==> config.mk <==
export PLATFORM = sky130hd
export DESIGN_NAME = gf_arith_unit
export DESIGN_NICKNAME = d
export VERILOG_FILES = /design/src/rtl/gf_pkg.sv /design/src/rtl/gf_shift_engine.sv /design/src/rtl/gf_euclid_engine.sv /design/src/rtl/gf_arith_unit.sv
export SDC_FILE = /design/constraint.sdc
export NUM_CORES = 1
export LEC_CHECK = 0
export CAP_MARGIN = 5
export CORE_MARGIN = 1
export CORE_UTILIZATION = 55
export CTS_CLUSTER_SIZE = 12
export DETAILED_ROUTE_END_ITERATION = 7
export DONT_BUFFER_PORTS = 1
export PLACE_DENSITY = 0.69
export SYNTH_ARGS = -nofsm -noshare
export SYNTH_HDL_FRONTEND = slang
export SYNTH_SLANG_ARGS = --single-unit
export TNS_END_PERCENT = 5
==> constraint.sdc <==
create_clock -name clk -period 4.4 [get_ports clk]
set_clock_uncertainty 0.15 [all_clocks]
set_input_delay 0.66 -clock clk [delete_from_list [all_inputs] [get_ports clk]]
set_output_delay 0.66 -clock clk [all_outputs]
set_load 0.05 [all_outputs]
==> src/rtl/gf_pkg.sv <==
package gf_pkg;

    localparam int GF_MAXW = 64;
    localparam int GF_DEGW = 7;

    typedef logic [GF_MAXW:0]    gf_wide_t;
    typedef logic [GF_DEGW-1:0]  gf_deg_t;

    typedef enum logic [1:0] {
        GF_OP_MUL = 2'b00,
        GF_OP_ADD = 2'b01,
        GF_OP_INV = 2'b10,
        GF_OP_RED = 2'b11
    } gf_op_e;

    typedef enum logic [1:0] {
        GF_ST_IDLE   = 2'd0,
        GF_ST_SHIFT  = 2'd1,
        GF_ST_EUCLID = 2'd2
    } gf_state_e;

    // Working state of the polynomial extended-Euclid loop.
    typedef struct packed {
        gf_wide_t u;
        gf_wide_t v;
        gf_wide_t g1;
        gf_wide_t g2;
    } gf_euclid_t;

    // Ones in every position below m.
    function automatic gf_wide_t gf_mask(input gf_deg_t m);
        gf_wide_t r;
        r = '0;
        for (int i = 0; i <= GF_MAXW; i++) begin
            r[i] = (i < int'(m));
        end
        return r;
    endfunction

    // Index of the highest set bit (0 for a zero vector).
    function automatic gf_deg_t gf_top_bit(input gf_wide_t v);
        gf_deg_t d;
        d = '0;
        for (int i = 0; i <= GF_MAXW; i++) begin
            if (v[i]) d = gf_deg_t'(i);
        end
        return d;
    endfunction

    // Multiply v (below degree m) by x, add bit b, and reduce once.
    function automatic gf_wide_t gf_shift_in(input gf_wide_t v, input logic b,
                                             input gf_wide_t poly_low, input gf_deg_t m);
        gf_wide_t s;
        s = {v[GF_MAXW-1:0], b};
        if (s[m]) s = s ^ poly_low;
        return s & gf_mask(m);
    endfunction

    // One subtract-and-shift step, keeping u = g1*a and v = g2*a.
    function automatic gf_euclid_t gf_euclid_step(input gf_euclid_t s);
        gf_euclid_t n;
        gf_deg_t    du;
        gf_deg_t    dv;
        du = gf_top_bit(s.u);
        dv = gf_top_bit(s.v);
        if (du >= dv) begin
            n.u  = s.u ^ (s.v << (du - dv));
            n.v  = s.v;
            n.g1 = s.g1 ^ (s.g2 << (du - dv));
            n.g2 = s.g2;
        end else begin
            n.u  = s.v ^ (s.u << (dv - du));
            n.v  = s.u;
            n.g1 = s.g2 ^ (s.g1 << (dv - du));
            n.g2 = s.g1;
        end
        return n;
    endfunction

endpackage

==> src/rtl/gf_shift_engine.sv <==
module gf_shift_engine
    import gf_pkg::*;
#(
    parameter int W = 8
) (
    input  logic             clk,
    input  logic             rst,
    input  logic             load_mul,
    input  logic             load_red,
    input  gf_deg_t          m_ld,
    input  logic [W-1:0]     mcand_in,
    input  logic [W-1:0]     mplier_in,
    input  logic [2*W-1:0]   dividend_in,
    input  gf_deg_t          m_run,
    input  logic [W-1:0]     poly_run,
    output logic             fin,
    output logic [W-1:0]     acc_out
);

    localparam int CW = $clog2(2 * W + 1);

    logic            red_mode;
    logic [CW-1:0]   cnt;
    logic [W-1:0]    mcand;
    logic [W-1:0]    mplier;
    logic [W-1:0]    acc;
    logic [2*W-1:0]  dividend;
    logic            fin_q;
    gf_wide_t        poly_w;

    assign poly_w = gf_wide_t'(poly_run) & gf_mask(m_run);

    always_ff @(posedge clk) begin
        if (rst) begin
            red_mode <= 1'b0;
            cnt      <= '0;
            mcand    <= '0;
            mplier   <= '0;
            acc      <= '0;
            dividend <= '0;
            fin_q    <= 1'b0;
        end else if (load_mul) begin
            red_mode <= 1'b0;
            cnt      <= CW'(m_ld);
            mcand    <= mcand_in;
            mplier   <= mplier_in;
            acc      <= '0;
            fin_q    <= 1'b0;
        end else if (load_red) begin
            red_mode <= 1'b1;
            cnt      <= CW'(2 * W);
            dividend <= dividend_in;
            acc      <= '0;
            fin_q    <= 1'b0;
        end else if (cnt != '0) begin
            cnt   <= cnt - 1'b1;
            fin_q <= (cnt == CW'(1));
            if (red_mode) begin
                acc      <= W'(gf_shift_in(gf_wide_t'(acc), dividend[2*W-1], poly_w, m_run));
                dividend <= dividend << 1;
            end else begin
                if (mplier[0]) acc <= acc ^ mcand;
                mcand  <= W'(gf_shift_in(gf_wide_t'(mcand), 1'b0, poly_w, m_run));
                mplier <= mplier >> 1;
            end
        end else begin
            fin_q <= 1'b0;
        end
    end

    assign fin     = fin_q;
    assign acc_out = acc;

endmodule

==> src/rtl/gf_euclid_engine.sv <==
module gf_euclid_engine
    import gf_pkg::*;
#(
    parameter int W = 8
) (
    input  logic          clk,
    input  logic          rst,
    input  logic          load,
    input  gf_deg_t       m_ld,
    input  logic [W-1:0]  a_in,
    input  logic [W-1:0]  poly_in,
    input  gf_deg_t       m_run,
    output logic          fin,
    output logic [W-1:0]  inv_out
);

    localparam int UW = W + 1;

    logic [UW-1:0] u_q;
    logic [UW-1:0] v_q;
    logic [UW-1:0] g1_q;
    logic [UW-1:0] g2_q;
    logic          running;
    logic          fin_q;
    logic [W-1:0]  res_q;
    gf_euclid_t    cur;
    gf_euclid_t    nxt;
    gf_wide_t      full_poly;

    assign full_poly = (gf_wide_t'(poly_in) & gf_mask(m_ld)) | (gf_wide_t'(1) << m_ld);

    always_comb begin
        cur.u  = gf_wide_t'(u_q);
        cur.v  = gf_wide_t'(v_q);
        cur.g1 = gf_wide_t'(g1_q);
        cur.g2 = gf_wide_t'(g2_q);
        nxt    = gf_euclid_step(cur);
    end

    always_ff @(posedge clk) begin
        if (rst) begin
            u_q     <= '0;
            v_q     <= '0;
            g1_q    <= '0;
            g2_q    <= '0;
            running <= 1'b0;
            fin_q   <= 1'b0;
            res_q   <= '0;
        end else if (load) begin
            u_q     <= {1'b0, a_in};
            v_q     <= UW'(full_poly);
            g1_q    <= UW'(1);
            g2_q    <= '0;
            running <= 1'b1;
            fin_q   <= 1'b0;
        end else if (running) begin
            if (u_q[UW-1:1] == '0) begin
                running <= 1'b0;
                fin_q   <= 1'b1;
                res_q   <= u_q[0] ? W'(gf_wide_t'(g1_q) & gf_mask(m_run)) : '0;
            end else begin
                u_q   <= UW'(nxt.u);
                v_q   <= UW'(nxt.v);
                g1_q  <= UW'(nxt.g1);
                g2_q  <= UW'(nxt.g2);
                fin_q <= 1'b0;
            end
        end else begin
            fin_q <= 1'b0;
        end
    end

    assign fin     = fin_q;
    assign inv_out = res_q;

endmodule

==> src/rtl/gf_arith_unit.sv <==
module gf_arith_unit
    import gf_pkg::*;
#(
    parameter int W  = 8,
    parameter int DW = $clog2(W + 1)
) (
    input  logic            clk,
    input  logic            rst,
    input  logic            start,
    input  logic [1:0]      op,
    input  logic [DW-1:0]   deg,
    input  logic [2*W-1:0]  opa,
    input  logic [W-1:0]    opb,
    input  logic [W-1:0]    modpoly,
    output logic            busy,
    output logic            done,
    output logic [W-1:0]    result
);

    gf_state_e     state_q;
    gf_op_e        op_e;
    gf_deg_t       m_eff;
    gf_deg_t       m_q;
    logic [W-1:0]  poly_q;
    logic [W-1:0]  mask_w;
    logic [W-1:0]  a_lo;
    logic [W-1:0]  b_lo;
    logic [W-1:0]  poly_lo;
    logic          accept;
    logic          shift_fin;
    logic [W-1:0]  shift_res;
    logic          inv_fin;
    logic [W-1:0]  inv_res;

    assign op_e    = gf_op_e'(op);
    assign m_eff   = ((deg == '0) || (deg > DW'(W))) ? gf_deg_t'(W) : gf_deg_t'(deg);
    assign mask_w  = W'(gf_mask(m_eff));
    assign a_lo    = opa[W-1:0] & mask_w;
    assign b_lo    = opb & mask_w;
    assign poly_lo = modpoly & mask_w;
    assign accept  = start && (state_q == GF_ST_IDLE);

    gf_shift_engine #(.W(W)) u_shift (
        .clk         (clk),
        .rst         (rst),
        .load_mul    (accept && (op_e == GF_OP_MUL)),
        .load_red    (accept && (op_e == GF_OP_RED)),
        .m_ld        (m_eff),
        .mcand_in    (a_lo),
        .mplier_in   (b_lo),
        .dividend_in (opa),
        .m_run       (m_q),
        .poly_run    (poly_q),
        .fin         (shift_fin),
        .acc_out     (shift_res)
    );

    gf_euclid_engine #(.W(W)) u_euclid (
        .clk     (clk),
        .rst     (rst),
        .load    (accept && (op_e == GF_OP_INV)),
        .m_ld    (m_eff),
        .a_in    (a_lo),
        .poly_in (poly_lo),
        .m_run   (m_q),
        .fin     (inv_fin),
        .inv_out (inv_res)
    );

    always_ff @(posedge clk) begin
        if (rst) begin
            state_q <= GF_ST_IDLE;
            m_q     <= gf_deg_t'(W);
            poly_q  <= '0;
            done    <= 1'b0;
            result  <= '0;
        end else begin
            done <= 1'b0;
            if (accept) begin
                m_q    <= m_eff;
                poly_q <= poly_lo;
                unique case (op_e)
                    GF_OP_ADD: begin
                        result <= a_lo ^ b_lo;
                        done   <= 1'b1;
                    end
                    GF_OP_INV: state_q <= GF_ST_EUCLID;
                    default:   state_q <= GF_ST_SHIFT;
                endcase
            end else if ((state_q == GF_ST_SHIFT) && shift_fin) begin
                result  <= shift_res;
                done    <= 1'b1;
                state_q <= GF_ST_IDLE;
            end else if ((state_q == GF_ST_EUCLID) && inv_fin) begin
                result  <= inv_res;
                done    <= 1'b1;
                state_q <= GF_ST_IDLE;
            end
        end
    end

    assign busy = (state_q != GF_ST_IDLE);

endmodule

# Yosys cells after proc, flatten, opt, wreduce, memory -nomap -nowiden
# Index checks and enable logic that the tools add are counted.
# op_classes
n_addsub	3
magnitude_cmp	20
n_eq_ne	12
shifts	5
muxes	76
bitwise_logic	23
reduce_logical	35
# op_table
op	n
$mux 8	30
$mux 204	1
$shl 9x7->65	2
$xor 9x65->65	2
$and 8x8->8	7
$mux 16	3
$xor 8x8->8	4
$lt 3x7->1 const A	4
$mux 9	3
$mux 3	8
$shl 9x7->9	2
$xor 9x9->9	2
$lt 3x4->1 const A	4
$mux 1	15
$mux 5	3
$reduce_and 3->1	5
$bmux 1 s7	2
$lt 1x7->1 const A	2
$lt 2x7->1 const A	2
$mux 2	7
$mux 4	3
$reduce_bool 2->1	6
$ne 2x1->1 const B	5
$reduce_and 2->1	5
other kinds (27)	47
# word_totals
ff_bits	119
in_bits	41

# Longest topological paths before layout
# depth
ltp_word	15
ltp_mapped	18
depth_no_buf	17

# Hierarchy
# Synthesis repeated with hierarchy kept, for this count alone.
# hier_totals
cells_unflattened	1101
hier_area_um2	8755.9
# by_module_without_submodules
mod	n_inst	cells_per_inst	area_per_inst_um2
gf_euclid_engine	1	568	4316.6
gf_shift_engine	1	349	2979.1
gf_arith_unit	1	184	1460.2

# Worst setup path after synthesis
# OpenSTA, ideal clock, no wires.
# synth_timing
path_type	register to register
start	register u_euclid.u_q[2]
end	register u_euclid.u_q[5]
t_arrival_ps	3080
t_required_ps	4118
setup_slack_ps	1037
path_stages_with_launch	17
n_path_buf	0
cell_sequence	dfxtp_1 > inv_1 > a21oi_1 > nor2_1 > nor2_1 > nor2_1 > o21ai_0 > ha_1 > inv_1 > fa_1 > xnor2_2 > mux4_2 > and2_1 > o22ai_1 > o22ai_1 > a221oi_1 > nor3_1
# synth_via
elab_chain_cells	14
word_cells_on_any_way	21
cone_classes	add/sub (2); order compare (1); eq/ne (1); shift (2); mux (11); bitwise (2); reduce/logical (2)
# synth_lines
element	line	source
from (decl)	gf_euclid_engine.sv:19	logic [UW-1:0] u_q;
from (signal assigned)	gf_euclid_engine.sv:50	u_q <= {1'b0, a_in};
from (signal assigned)	gf_euclid_engine.sv:62	u_q <= UW'(nxt.u);
$mux 2 (2 in series)	gf_pkg.sv:45	if (v[i]) d = gf_deg_t'(i);
$mux 3 (4 in series)	gf_pkg.sv:45	
$mux 4	gf_pkg.sv:45	
$sub 4x4->5, on equally long branches	gf_pkg.sv:72, gf_pkg.sv:67	
$shl 9x7->9, on equally long branches	gf_pkg.sv:72, gf_pkg.sv:67	
$xor 9x9->9, on equally long branches	gf_pkg.sv:72, gf_pkg.sv:67	
$mux 204	gf_pkg.sv:66	if (du >= dv) begin
$mux 8	gf_euclid_engine.sv:57	if (u_q[UW-1:1] == '0) begin
$mux 8	gf_euclid_engine.sv:56	end else if (running) begin
$mux 8	gf_euclid_engine.sv:49	end else if (load) begin
# Several ways; a longest one is shown, not always the timed one. The select of a mux whose other input is x is not followed.
# A chain may end at the register's enable or synchronous reset.

# Worst setup path after layout
# layout_timing
start	register u_euclid.u_q[2]
end	register u_euclid.u_q[0]
# Same word-level chain as after synthesis.

==> flow_metrics.tcl <==
set metrics [dict create \
    hold_class "in -> reg" \
    antenna_found_initial 0 \
    die_h_um 123 \
    numCtsBuffers 17 \
    rsz0062_at_grt "false" \
    core_region_area_sq_um 14100 \
    yosysUniqueCellTypes 92 \
    initial_core_util 0.572 \
    wl_per_cell_um 21.8 \
    syn_inst 1018 \
    timing.rr.end "u_euclid.u_q[0]" \
    drive_gt1_frac 0.127 \
    ir_drop_mv 0.319 \
    root_buffer "clkbuf_16" \
    whs_path_depth 1 \
    drv_slew 0 \
    relSlewSlack 0.290 \
    cp-end-kind "flop" \
    die_w_um 123 \
    ioPinCount 51 \
    worstRegToRegCells 16 \
    worst_ep_arrival_time_ps 4090 \
    yosysWarningCount 0 \
    p_leak_nw 3.00 \
    clkLatencyLatePin_ps 430 \
    critPathMaxFanout 13 \
    cp_data_required_time_ps 4550 \
    die_area_sq_um 15100 \
    drtPass1Iterations 7 \
    hpwl_um 17800 \
    cap_violations 0 \
    synth_edf_count 0 \
    cts_resized 0 \
    drtAntennaViolNets 0 \
    vias 7876 \
    totalWireLength_um 25600 \
    grt.overflow.total 0 \
    grt_max_degree 93 \
    r2r_start "u_euclid.u_q[2]" \
    clock_sinks 114 \
    initialDrtViolationCount 854 \
    hold_path_end "state_q[1]" \
    power.density_nw_per_um2 487 \
    min-delay-start "rst" \
    drc_errors 0 \
    worst-path-stages 16 \
    grtUsageTotal 0.350 \
    grt_pass1_vias 7093 \
    hold_viol 0 \
    final_core_util 0.614 \
    tightest_slew_ps 1060 \
    r2r_slack_ps 460 \
    place_area_sq_um 8070 \
    finalCritPeriodShare 0.896 \
    p_total_mw 4.22 \
    n_antenna_cell 0 \
    cts_tree "yes" \
    setup_violations 0 \
    grt_pass1_wl_um 39800 \
    cp_slowest_stage_delay_ps 860 \
    ys_seq_area_frac 0.283 \
    synth_flop_cell "dfxtp_1" \
    post_cts_buffers 0 \
    start_kind "flop" \
    clock_path_buffers 2 \
    fin_tns_setup_ps 0 \
    core.rowCount 43 \
    crit_chain "inv_1 -> a21oi_1 -> nor2_1 -> nor2_1 -> nor2_1 -> o21ai_0 -> inv_1 -> ha_2 -> fa_1 -> nand3_1 -> a211oi_1 -> o31ai_1 -> xor2_1 -> o22ai_1 -> a221oi_1 -> nor3_1" \
    syn_nets 1072 \
    crit_path_start "u_euclid.u_q[2]" \
    crit_family "compound AO/OA/AOI/OAI gates" \
    critPathBufInv 2 \
    portBuffers 0 \
    htree_levels 4 \
    synth_seq_cells 114 \
    gp_congestion 0.969 \
    fin_cells 1172 \
    dp.cells 1140 \
    cpMostUsedCell "nor2_1" \
    netlist_area_sq_um 8060 \
    fin_area_sq_um 8650 \
    timing.fmax_ghz 0.254 \
    nNetsFinal 1033 \
    status "finished clean" \
    slowest_stage "fa_1" \
    layout_min_cycle_time_ps 3940 \
    path_class "reg -> reg" \
    syn2layout_area_growth_pct 7.29 \
    avgSynthCellArea_sq_um 7.92 \
    hold_buffers 0 \
    clkTransAtPathRegs_ps 60 \
    async_flop_share 0 \
    viasPerCell 6.72 \
]
[layout by cell type (no fill, tap or decap), drive strengths merged, types with 25 or more instances in the layout]
master / n
nor2: 105
nor3: 31
a21oi: 86
o21ai: 44
inv: 25
nand3: 30
dfxtp: 114
nand2: 146
mux2i: 28
xor2: 27
[worst reg2reg max path, delay by kind of cell, from the launching register on]
kind | cells | cell delay (ps)
buf+inv | 2 | 170
compound gates | 6 | 1430
flops | 1 | 430
simple gates | 5 | 420
fa+ha+maj | 2 | 1050
xor+xnor | 1 | 170
[sequential cells by signal, summed over array words and instances, names as in the netlist]
register	flops
u_shift.red_mode	1
u_euclid.g1_q	8
u_euclid.g2_q	8
m_q	4
u_euclid.v_q	9
u_shift.dividend	16
poly_q	8
u_euclid.inv_out	8
u_euclid.running	1
done	1
result	8
u_shift.cnt	5
u_shift.acc_out	8
state_q	2
u_shift.mcand	8
u_shift.mplier	8
u_shift.fin	1
u_euclid.fin	1
u_euclid.u_q	9
[metal layers]
metal,up-vias,track usage,wire length [um]
met2,451,0.481,10600
met3,67,0.0932,3050
met1,3717,0.503,11000
li1,3641,-,-
met5,-,0,0
met4,0,0.163,898
[how the worst max path moves through the flow]
stage	endpoint
final	u_euclid.u_q[0]
after global routing	u_euclid.u_q[0]
after CTS	u_euclid.u_q[0]
after detailed placement	u_euclid.u_q[0]
after global placement	u_euclid.u_q[0]
after floorplan	u_euclid.u_q[5]
[final cells by class]
type | instances | area [sq um]
Clock inverter | 15 | 158
Tap cell | 180 | 225
Sequential cell | 114 | 2280
Timing Repair Buffer | 24 | 180
Clock buffer | 17 | 425
Inverter | 21 | 78.8
Multi-Input combinational cell | 801 | 5300
Fill cell | 1285 | 5450
[synth_stat cells, types with 19 or more instances]
cell | number | share of area
a311oi_1 | 20 | 0.022
a211oi_1 | 20 | 0.019
inv_1 | 21 | 0.0098
a21oi_1 | 85 | 0.053
a31oi_1 | 19 | 0.015
nand2_1 | 146 | 0.068
nand3_1 | 30 | 0.019
clkbuf_1 | 48 | 0.022
nor2_1 | 104 | 0.048
xor2_1 | 25 | 0.027
xnor2_1 | 21 | 0.023
buf_2 | 20 | 0.012
nor3_1 | 31 | 0.019
dfxtp_1 | 114 | 0.28
o21ai_0 | 36 | 0.022
mux2i_1 | 27 | 0.034
[through the flow]
stage | setup WS, ps | hold WS, ps
6_report | 457 | 157
3_3_place_gp | 614 | 307
2_1_floorplan | 1040 | 295
5_1_grt | 101 | 154
4_1_cts | 546 | 144
3_5_place_dp | 573 | 308
[report_power, final]
part	total (mW)	switching (mW)	internal, mW
Sequential	1.22	0.112	1.11
Clock	1.38	0.540	0.837
Combinational	1.62	1.01	0.611
Total	4.22	1.66	2.56
[kinds of logic after synthesis]
group | synth area share
flops | 0.283
fa+ha+maj | 0.0220
buf+inv | 0.0621
compound gates | 0.258
simple gates | 0.226
mux | 0.0925
xor+xnor | 0.0560
Power figures use the tool's default switching activity.
